**config.mk**
```make
export PLATFORM = sky130hd
export DESIGN_NAME = bool_bit_unit
export DESIGN_NICKNAME = d
export VERILOG_FILES = /design/src/rtl/bool_bit_unit.sv
export SDC_FILE = /design/constraint.sdc
export NUM_CORES = 1
export LEC_CHECK = 0
export BUFFER_PORTS_ARGS = -buffer_cell sky130_fd_sc_hd__clkbuf_2
export CAP_MARGIN = 20
export CORE_AREA = 2 2 39 41
export DETAILED_ROUTE_END_ITERATION = 7
export DIE_AREA = 0 0 41 43
export SLEW_MARGIN = 20
export SYNTH_ARGS = -nofsm -noshare
export SYNTH_HDL_FRONTEND = slang
export SYNTH_SLANG_ARGS = --single-unit
export TNS_END_PERCENT = 1
```
**constraint.sdc**
```tcl
create_clock -name clk -period 1.7 [get_ports clk]
set_clock_uncertainty 0.05 [all_clocks]
set_input_delay 0.34 -clock clk [delete_from_list [all_inputs] [get_ports clk]]
set_output_delay 0.34 -clock clk [all_outputs]
set_load 0.005 [all_outputs]
```
**src/rtl/bool_bit_unit.sv**
```systemverilog
module bool_bit_unit #(
  parameter int ADDR_W = 8,
  parameter int OP_W = 5,
  parameter logic [ADDR_W-1:0] PAR_ADDR = 8'hD0,
  parameter logic [ADDR_W-1:0] OV_ADDR  = 8'hD2,
  parameter logic [ADDR_W-1:0] AC_ADDR  = 8'hD6
) (
  input  logic              clk,
  input  logic              rst_n,
  input  logic              op_valid,
  input  logic [OP_W-1:0]   op_code,
  input  logic [ADDR_W-1:0] bit_addr,
  input  logic              bit_rd,
  output logic              carry,
  output logic              bit_wr_en,
  output logic [ADDR_W-1:0] bit_wr_addr,
  output logic              bit_wr_data,
  output logic              branch_taken
);

  localparam logic [OP_W-1:0] C_CLR  = OP_W'(1);
  localparam logic [OP_W-1:0] C_SET  = OP_W'(2);
  localparam logic [OP_W-1:0] C_CPL  = OP_W'(3);
  localparam logic [OP_W-1:0] B_CLR  = OP_W'(4);
  localparam logic [OP_W-1:0] B_SET  = OP_W'(5);
  localparam logic [OP_W-1:0] B_CPL  = OP_W'(6);
  localparam logic [OP_W-1:0] C_AND  = OP_W'(7);
  localparam logic [OP_W-1:0] C_ANDN = OP_W'(8);
  localparam logic [OP_W-1:0] C_OR   = OP_W'(9);
  localparam logic [OP_W-1:0] C_ORN  = OP_W'(10);
  localparam logic [OP_W-1:0] C_LD   = OP_W'(11);
  localparam logic [OP_W-1:0] B_ST   = OP_W'(12);
  localparam logic [OP_W-1:0] J_C    = OP_W'(13);
  localparam logic [OP_W-1:0] J_NC   = OP_W'(14);
  localparam logic [OP_W-1:0] J_B    = OP_W'(15);
  localparam logic [OP_W-1:0] J_NB   = OP_W'(16);
  localparam logic [OP_W-1:0] J_BC   = OP_W'(17);

  logic carry_nx, wr_req, wr_val, take;
  logic prot;

  assign prot = (bit_addr == PAR_ADDR) || (bit_addr == OV_ADDR) || (bit_addr == AC_ADDR);

  always_comb begin
    carry_nx = carry;
    wr_req   = 1'b0;
    wr_val   = 1'b0;
    take     = 1'b0;
    case (op_code)
      C_CLR:  carry_nx = 1'b0;
      C_SET:  carry_nx = 1'b1;
      C_CPL:  carry_nx = ~carry;
      B_CLR:  begin wr_req = 1'b1; wr_val = 1'b0; end
      B_SET:  begin wr_req = 1'b1; wr_val = 1'b1; end
      B_CPL:  begin wr_req = 1'b1; wr_val = ~bit_rd; end
      C_AND:  carry_nx = carry & bit_rd;
      C_ANDN: carry_nx = carry & ~bit_rd;
      C_OR:   carry_nx = carry | bit_rd;
      C_ORN:  carry_nx = carry | ~bit_rd;
      C_LD:   carry_nx = bit_rd;
      B_ST:   begin wr_req = 1'b1; wr_val = carry; end
      J_C:    take = carry;
      J_NC:   take = ~carry;
      J_B:    take = bit_rd;
      J_NB:   take = ~bit_rd;
      J_BC:   begin take = bit_rd; wr_req = bit_rd; wr_val = 1'b0; end
      default: ;
    endcase
  end

  assign bit_wr_en    = op_valid & wr_req & ~prot;
  assign bit_wr_addr  = bit_addr;
  assign bit_wr_data  = wr_val;
  assign branch_taken = op_valid & take;

  always_ff @(posedge clk or negedge rst_n)
    if (!rst_n)        carry <= 1'b0;
    else if (op_valid) carry <= carry_nx;

  a_r1_idle_quiet: assert property (@(posedge clk) disable iff (!rst_n)
    !op_valid |-> (!bit_wr_en && !branch_taken));

  a_r1_idle_carry_hold: assert property (@(posedge clk) disable iff (!rst_n)
    !op_valid |=> $stable(carry));

  a_r9_protected_no_write: assert property (@(posedge clk) disable iff (!rst_n)
    (bit_addr == PAR_ADDR || bit_addr == OV_ADDR || bit_addr == AC_ADDR) |-> !bit_wr_en);

  a_r8_jbc_clear_bit_no_write: assert property (@(posedge clk) disable iff (!rst_n)
    (op_valid && op_code == J_BC && !bit_rd) |-> (!bit_wr_en && !branch_taken));

  a_r6_jump_carry_stable: assert property (@(posedge clk) disable iff (!rst_n)
    (op_valid && (op_code == J_C || op_code == J_NC)) |=> $stable(carry));

  a_r4_combine_no_write: assert property (@(posedge clk) disable iff (!rst_n)
    (op_valid && op_code >= C_AND && op_code <= C_LD) |-> !bit_wr_en);

  a_r10_unused_idle: assert property (@(posedge clk) disable iff (!rst_n)
    (op_valid && (op_code == '0 || op_code > J_BC)) |-> (!bit_wr_en && !branch_taken));

endmodule

```
# Word level (Yosys, flattened, before mapping)
# Cells that the tools add are included.
[word_totals] regBits=1 inputBits=17 output_inout_bits=12 elab_cells=41
[classes] n_eq_ne=20 muxes=4 bitwise_logic=10 reduce_logical=6
[ops] operator="5-bit by 4-bit == test with 1-bit output, second input constant" count=8
[ops] operator="8-bit == test, second input constant" count=3
[ops] operator="5-bit by 3-bit == test with 1-bit output, second input constant" count=4
[ops] operator="5-bit by 2-bit == test with 1-bit output, second input constant" count=2
[ops] operator="5-bit == test, second input constant" count=2
[ops] operator="1-bit case mux with 8 select lines" count=1
[ops] operator="8-bit nonzero test" count=1
[ops] operator="1-bit bitwise AND" count=5
[ops] operator="5-bit by 1-bit == test with 1-bit output, second input constant" count=1
[ops] operator="1-bit case mux with 4 select lines" count=1
[ops] operator="4-bit OR reduction" count=1
[ops] operator="1-bit NOT" count=3
[ops] operator="1-bit case mux with 3 select lines" count=1
[ops] operator="1-bit logical OR" count=2
[ops] operator="1-bit bitwise OR" count=2
[ops] operator="1-bit case mux with 2 select lines" count=1
[ops] operator="2-bit AND reduction" count=1
[ops] operator="2-bit OR reduction" count=1

# Longest topological paths before layout
# Gate-level depths: netlist of run 1.
[logic_depth] ltp_word=5 depth_mapped=5 depth_no_buf=4

# Worst setup path after synthesis of run 1
# OpenSTA, ideal clock, no wires.
[synth_path] path_type="in2out" from="in op_code[3]" to="out bit_wr_en" t_arrival_ns=1.123 required_time_ns=1.310 path_slack_ns=0.187 cell_stages=5 n_path_buf=1 cell_sequence="buf_2 nor4b_1 nand3_1 o21ai_0 and3_1"
[synth_between] elab_chain_len=5 word_cells_on_any_way=9 classes_between="eq/ne: 5; mux: 1; bitwise: 2; reduce/logical: 1"
[synth_lines] element="from (decl)" line_no="11" text="input logic [OP_W-1:0] op_code,"
[synth_lines] element="5-bit by 4-bit == test with 1-bit output or 5-bit by 3-bit == test with 1-bit output (tied branches)" line_no="49" text="case (op_code)"
[synth_lines] element="4-bit OR reduction (no source line)"
[synth_lines] element="1-bit case mux with 2 select lines *" line_no="49"
[synth_lines] element="1-bit bitwise AND * (2 in a row)" line_no="71" text="assign bit_wr_en = op_valid & wr_req & ~prot;"
[synth_lines] element="to (decl)" line_no="15" text="output logic bit_wr_en,"
# Every way passes the cells marked *; elsewhere a longest branch is shown, timed or not.

# Worst setup path in the final report of run 1
[layout_path] from="in op_code[1]" to="out bit_wr_en"
# Same word-level chain as after synthesis.

==> flow_metrics.tcl, run 1 <==
set metrics [dict create \
    status "complete, no violations" \
    synth_top_area_share_pct 17.4 \
    intPower_mw 0.100 \
    p_per_area_mw_per_mm2 329 \
    antenna_found_initial 0 \
    reg2reg_depth 5 \
    worst_setup_path_end_kind "output pin" \
    ir_worst_vdd_mv 0.107 \
    p_total_mw 0.164 \
    largest_reg_flops 1 \
    nets 93 \
    clk_pin_slew_ps 0 \
    vias 411 \
    yosys.area.top_type "buf_4" \
    grt.total_usage_pct 10.7 \
    dieArea_sq_mm 0.00176 \
    gp_congestion 0.715 \
    syn_inst 50 \
    worst_skew_pair.late_latency_ps 0 \
    wl_per_cell_um 10.8 \
    avgSynthCellArea_sq_um 6.91 \
    min_period_ps 1640 \
    chipWidth_um 41 \
    synth-seq-area-share_pct 7.25 \
    yosys_warnings 0 \
    power_switching_mw 0.0641 \
    drv_cap 0 \
    dp_hpwl_um 767 \
    drc_errors 0 \
    hold_viol 0 \
    power_frac_clock_pct 0 \
    start_util_pct 25.0 \
    grt_pass1_vias 344 \
    finalMaxSlewViolations 0 \
    start_kind "primary input" \
    rows 14 \
    grt_pass1_wl_um 1430 \
    numPortBuffers 28 \
    synth_edf_count 0 \
    postPlaceCellArea_sq_um 477 \
    n_antenna_cell 0 \
    switching_share_pct 39.0 \
    die_h_um 43 \
    via_per_inst 4.57 \
    syn-num-nets 67 \
    stdcell_count 90 \
    gr-total-overflow 0 \
    finalSetupViolations 0 \
    ys_top_cells_by_area "buf_4 17%, nand4b_1 7.6%, a21oi_1 7.2%" \
    crit_type "primary input to output pin" \
    critPathArrivalTime_ps 1250 \
    max_slew_margin_pct 83.7 \
    dp_cells 90 \
    drive_gt1_share_pct 52.7 \
    core_area_sq_mm 0.00138 \
    first_iter_violations 13 \
    worstMarginPinSlew_ps 242 \
    ant_nets 0 \
    synth_cell_types 26 \
    clock.fmax_mhz 611 \
    synth-seq-cells 1 \
    hold_buffers 0 \
    finalInstanceArea_sq_um 499 \
    synth-async-reset-ratio_pct 100 \
    synth-main-ff-cell "dfrtp_1" \
    hp-class "primary input to async pin" \
    synthToLayoutAreaGrowth_pct 44.6 \
    crit_fanout 4 \
    required_ps 1310 \
    largestRegisters "carry: 1 flops" \
    hold_slack_ps 64.7 \
    syn_area_sq_um 345 \
    leakage_nw 0.248 \
    period_share_pct 96.2 \
    max_flop_register "carry" \
    synth.most_common_cell "buf_4" \
    grt_max_degree 12 \
    ios 29 \
    yosys-top-cells-count "8 x buf_4, 5 x a21oi_1, 5 x nor2_1" \
    drt_wl_total_um 968 \
    drtPass1Iterations 4 \
    p_comb_share_pct 78.1 \
    seqPwrFrac_pct 21.9 \
]
-- logic make-up (layout without fill, tap and decap cells) --
group,count (synthesis),after routing,synth area share [%]
DFF,1,1,7.25
and+or+nand+nor,24,24,43.5
xor gates and xnor gates,1,1,2.54
AOI/OAI and AO/OA,12,12,22.1
buffers and inverters,12,36,24.6
-- power by group through the flow --
stage          Sequential, mW  Clock [mW]  Combinational (mW)
6_report               0.0360           0               0.128
5_1_grt                0.0370           0               0.142
3_5_place_dp           0.0358           0               0.119
3_3_place_gp           0.0360           0               0.118
4_1_cts                0.0356           0               0.120
2_1_floorplan          0.0379           0              0.0632
-- path summary, 6_finish.rpt --
check                            from        end  slack, ps
max reg2reg                     carry      carry        510
max in group asynchronous       rst_n      carry       1450
min in group clk                carry      carry        630
min                             rst_n      carry         60
min reg2reg                     carry      carry        630
max                        op_code[1]  bit_wr_en         60
-- layer usage --
metal	vias to the layer above	wire length, um	global-route usage [%]	part of all wire (%)
met1	186	436	16.9	45
met5	-	0	0	0
li1	221	-	-	-
met4	0	0	0	0
met2	4	510	16.9	53
met3	0	21	0	2.2
-- worst max-delay path, cell delays in order --
cell and delay [ps]:
clkbuf_2 140, nor4b_4 320, nand3_1 110, o21ai_0 70, and3_1 160, clkbuf_2 110
-- layout by cell type (no fill, tap or decap), types with 2 or more instances in the layout --
master	n
a21oi_1	5
buf_4	7
clkbuf_2	28
nand2_1	2
nand2b_1	4
nand3_1	2
nand4b_1	3
nor2_1	5
o21ai_0	2
-- area by class of cell --
cell class,instances,area [sq um]
Fill cell,160,885
Inverter,1,3.75
Multi-Input combinational cell,37,258
Sequential cell,1,25.0
Tap cell,16,20.0
Timing Repair Buffer,35,193
-- timing repair --
item                                    in CTS  in global routing
resized for setup                            0                  4
buffers inserted                             0                  0
endpoints found under the setup margin       0                  2
-- per-stage QoR --
step	TNS [ps]	worst slack (ps)	utilization [%]
5_1_grt	-69.9	-47.9	36.1
6_report	0	64.2	36.1
2_1_floorplan	0	187	-
3_3_place_gp	0	14.3	34.4
4_1_cts	0	4.35	34.4
3_5_place_dp	0	10.3	34.4
Power figures use the tool's default switching activity.
==> run 2, diff against run 1 <==
TNS_END_PERCENT = default   (was 1)
clock period = 1.75 ns   (was 1.7 ns; I/O delays follow)
==> flow_metrics.tcl, run 2 (synthesis results as in run 1) <==
set metrics [dict create \
    postCtsSetupBuffers 0 \
    r2r_end "carry" \
    utilization_pct 34.4 \
    finalMaxSlewViolations 0 \
    final_cell_mix "28 x clkbuf_2, 5 x nor2_1, 5 x a21oi_1, 5 x buf_4, 4 x nand2b_1" \
    drc_errors 0 \
    start_kind "primary input" \
    ios 29 \
    hold_viol 0 \
    critPathArrivalTime_ps 1280 \
    regArea_sq_um 25.0 \
    p_total_mw 0.147 \
    hold_buffers 0 \
    grt.total_usage_pct 12.1 \
    required_ps 1350 \
    n_antenna_cell 0 \
    nets 91 \
    rows 14 \
    ir_worst_vdd_mv 0.107 \
    num-fill-cells 160 \
    worst_skew_pair.late_latency_ps 0 \
    drt_wl_total_um 946 \
    numPortBuffers 28 \
    crit_type "primary input to output pin" \
    cp_slowest_cell "o32ai_2" \
    wl_per_cell_um 10.8 \
    chipWidth_um 41 \
    max_flop_register "carry" \
    cp_common_cell "clkbuf_2" \
    drtPass1Iterations 4 \
    status "complete, no violations" \
    worstMarginPinSlew_ps 260 \
    grt_pass1_vias 391 \
    min_period_ps 1680 \
    core_area_sq_mm 0.00138 \
    clock.fmax_mhz 595 \
    reg2reg_setup_slack_ps 650 \
    p_per_area_mw_per_mm2 309 \
    rsz0062_at_grt "false" \
    dp_hpwl_um 798 \
    drive_gt1_share_pct 51.4 \
    gp_congestion 0.685 \
    timing.critical_path.cells "clkbuf_2, and2b_1, o32ai_2, nand4b_1, a21boi_0, clkbuf_2" \
    vias 412 \
    postPlaceCellArea_sq_um 462 \
    finalSetupViolations 0 \
    r2r-start "carry" \
    die_h_um 43 \
    cts.repair.resized 0 \
    gr-total-overflow 0 \
    largestRegisters "carry: 1 flops" \
    first_iter_violations 4 \
    cpPeakStageDelay_ps 210 \
    multi_input_area_sq_um 249 \
    grt_max_degree 12 \
    via_per_inst 4.68 \
    dieArea_sq_mm 0.00176 \
    layout_commonest_cell "clkbuf_2" \
    worst_setup_path_end_kind "output pin" \
    leakage_nw 0.232 \
    drv_cap 0 \
    antenna_found_initial 0 \
    clk_pin_slew_ps 0 \
    hp-class "primary input to async pin" \
    largest_reg_flops 1 \
    start_util_pct 25.0 \
    synthToLayoutAreaGrowth_pct 37.7 \
    max_slew_margin_pct 82.6 \
    grt_pass1_wl_um 1620 \
    period_share_pct 96.1 \
    reg2reg_depth 4 \
    ant_nets 0 \
    finalInstanceArea_sq_um 475 \
    fin_tns_setup_ps 0 \
    crit_fanout 3 \
    critPathLaunch "bit_rd" \
]
[run 2: cell types whose count changed in the layout (fill, tap and decap cells not counted), sizes merged]
cell  delta
buf      -2
[run 2: how the worst max path moves through the flow]
stage          slack [ps]  depth (start not counted)      endpoint
2_1_floorplan         220                          5     bit_wr_en
3_3_place_gp           30                          6     bit_wr_en
3_5_place_dp           10                          6     bit_wr_en
4_1_cts                10                          6     bit_wr_en
5_1_grt                 4                          6  branch_taken
6_report               70                          6  branch_taken
[run 2: worst max-delay path: cells and delay by family]
| family | cells | cell delay (ps) |
|---|---|---|
| AO/OA/AOI/OAI | 2 | 390 |
| buffers and inverters | 2 | 250 |
| AND/OR/NAND/NOR | 2 | 300 |
[run 2: routing by layer]
metal	vias to the layer above	wire length, um	share of wire [%]	global-route usage [%]
met5	-	0	0	0
met4	0	2	0.21	0
met3	2	30	3.2	0
met2	8	493	52	20.3
met1	179	419	44	17.9
li1	223	-	-	-
[run 2: cell type report]
type / count / area share [%]
inverter: 1 / 0.789
tap: 16 / 4.21
sequential: 1 / 5.26
multi-input combinational: 37 / 52.4
timing repair buffer: 33 / 37.4
[run 2: per-stage QoR]
stage          hold slack (ps)  cells  worst slack [ps]
2_1_floorplan             4.41     50               217
6_report                  75.3     88              69.0
3_5_place_dp              76.0     88              14.7
5_1_grt                   82.8     88              4.25
4_1_cts                   76.0     88              11.4
3_3_place_gp              75.4     88              26.3
[run 2: where the power goes]
| group | switching [mW] | leakage [nW] | internal [mW] |
|---|---|---|---|
| Combinational | 0.0485 | 0.220 | 0.0586 |
| Clock | 0 | 0 | 0 |
| Sequential | 0.0107 | 0.0121 | 0.0292 |
| Total | 0.0592 | 0.232 | 0.0878 |
==> run 3, diff against run 2 <==
==> constraint.sdc (replaced) <==
create_clock -name clk -period 1.75 [get_ports clk]
set_clock_uncertainty 0.05 [all_clocks]
set_input_delay 0.0875 -clock clk [delete_from_list [all_inputs] [get_ports clk]]
set_output_delay 0.0875 -clock clk [all_outputs]
set_load 0.005 [all_outputs]
==> flow_metrics.tcl, run 3 (synthesis results as in run 1) <==
set metrics [dict create \
    status "complete, no violations" \
    ant_nets 0 \
    r2r_end "carry" \
    worstMarginPinSlew_ps 349 \
    layout_commonest_cell "clkbuf_2" \
    rsz0062_at_grt "false" \
    dp_hpwl_um 669 \
    rows 14 \
    chipWidth_um 41 \
    finalMaxSlewViolations 0 \
    hold_start "bit_addr[0]" \
    drt_wl_total_um 747 \
    max_flop_register "carry" \
    drtPass1Iterations 1 \
    fin_ws_ps 510 \
    grt.total_usage_pct 9.61 \
    highest_layer "met4" \
    cp_num_buf_inv 1 \
    final_cell_mix "28 x clkbuf_2, 5 x nor2_1, 5 x a21oi_1" \
    drive_gt1_share_pct 44.1 \
    min_to "bit_wr_addr[0]" \
    ir_worst_vdd_mv 0.0960 \
    critPathArrivalTime_ps 1070 \
    dieArea_sq_mm 0.00176 \
    finalSetupViolations 0 \
    worst_setup_path_end_kind "flop" \
    gp_congestion 0.766 \
    holdPathStages 2 \
    clk_pin_slew_ps 0 \
    p_total_mw 0.129 \
    wl_met1_um 319 \
    required_ps 1580 \
    crit_fanout 12 \
    stdcell_count 84 \
    n_antenna_cell 0 \
    cp_slowest_cell "or3b_1" \
    grt_max_degree 13 \
    path_depth 5 \
    gr-total-overflow 0 \
    start_kind "primary input" \
    reg2reg_setup_slack_ps 650 \
    drv_cap 0 \
    hp-class "primary input to output pin" \
    drc_errors 0 \
    dp_cells 83 \
    antenna_found_initial 0 \
    dr_wl_met3_um 28 \
    reg2reg_depth 4 \
    grt_pass1_wl_um 1310 \
    worst_skew_pair.late_latency_ps 0 \
    critPathLaunch "op_code[3]" \
    max_slew_margin_pct 76.4 \
    wl_met2_um 386 \
    largest_reg_flops 1 \
    dp_slack_ps 501 \
    p_per_area_mw_per_mm2 297 \
    postCtsSetupBuffers 0 \
    timing.critical_path.cells "clkbuf_2, o21ai_2, a21oi_1, or3b_1, a31o_1" \
    critPathTopFamily "compound AO/OA/AOI/OAI gates" \
    nets 87 \
    vias 387 \
    fin_tns_setup_ps 0 \
    utilization_pct 31.4 \
    grt_pass1_vias 342 \
    ios 29 \
    core_area_sq_mm 0.00138 \
    largestRegisters "carry: 1 flops" \
    leakage_nw 0.209 \
    start_util_pct 25.0 \
    clock.fmax_mhz 807 \
    crit_type "primary input to flop" \
    num-fill-cells 167 \
    first_iter_violations 0 \
    period_share_pct 70.9 \
    die_h_um 43 \
    min_period_ps 1240 \
    synthToLayoutAreaGrowth_pct 25.7 \
    numPortBuffers 28 \
    via_per_inst 4.61 \
    r2r-start "carry" \
    wl_per_cell_um 8.89 \
    hold_viol 0 \
    cpPeakStageDelay_ps 370 \
]
[run 3: cell count changes in the layout (fill, tap and decap cells not counted)]
cell	previous run	this run
buf_4	5	0
dlygate4sd3_1	0	1
nor4b_1	0	1
o32ai_2	1	0
nor4b_2	1	0
o32ai_1	0	1
[run 3: where the power goes]
group          switching [mW]  internal, mW
clock network               0             0
logic                  0.0427        0.0494
registers             0.00779        0.0292
[run 3: worst max path at each step]
stage | to | slack [ps]
global placement | branch_taken | 510
floorplan | branch_taken | 630
finish | carry | 510
global route | bit_wr_en | 330
CTS | branch_taken | 500
detailed placement | branch_taken | 500
[run 3: layout make-up]
| class | count | area, sq um | area share, % |
|---|---|---|---|
| timing repair buffer | 29 | 150 | 34.6 |
| sequential | 1 | 25.0 | 5.76 |
| multi-input combinational | 37 | 235 | 54.2 |
| inverter | 1 | 3.75 | 0.865 |
| tap | 16 | 20.0 | 4.61 |
[run 3: routing by layer]
metal	global-route usage (%)	vias to the layer above
met5	0	-
met2	15.3	6
li1	-	209
met4	2.00	0
met3	1.05	2
met1	13.4	170
[run 3: worst register-to-register path: stages (launching register included)]
cell	delay [ps]
dfrtp_1	400
nor2_1	120
o21ai_0	90
a211oi_1	240
a31o_1	130
[run 3: what timing repair did]
item                                   CTS  global route
setup endpoints to repair                0             0
resized for setup                        0             0
hold buffers                             1             0
endpoints found under the hold margin    1             0
[run 3: per-stage QoR]
| step | hold WS [ps] | cell area (sq um) |
|---|---|---|
| final | 305 | 434 |
| after CTS | 309 | 434 |
| after detailed placement | -187 | 424 |
| after global placement | -186 | 424 |
| after global routing | 311 | 434 |
| after floorplan | -258 | 345 |
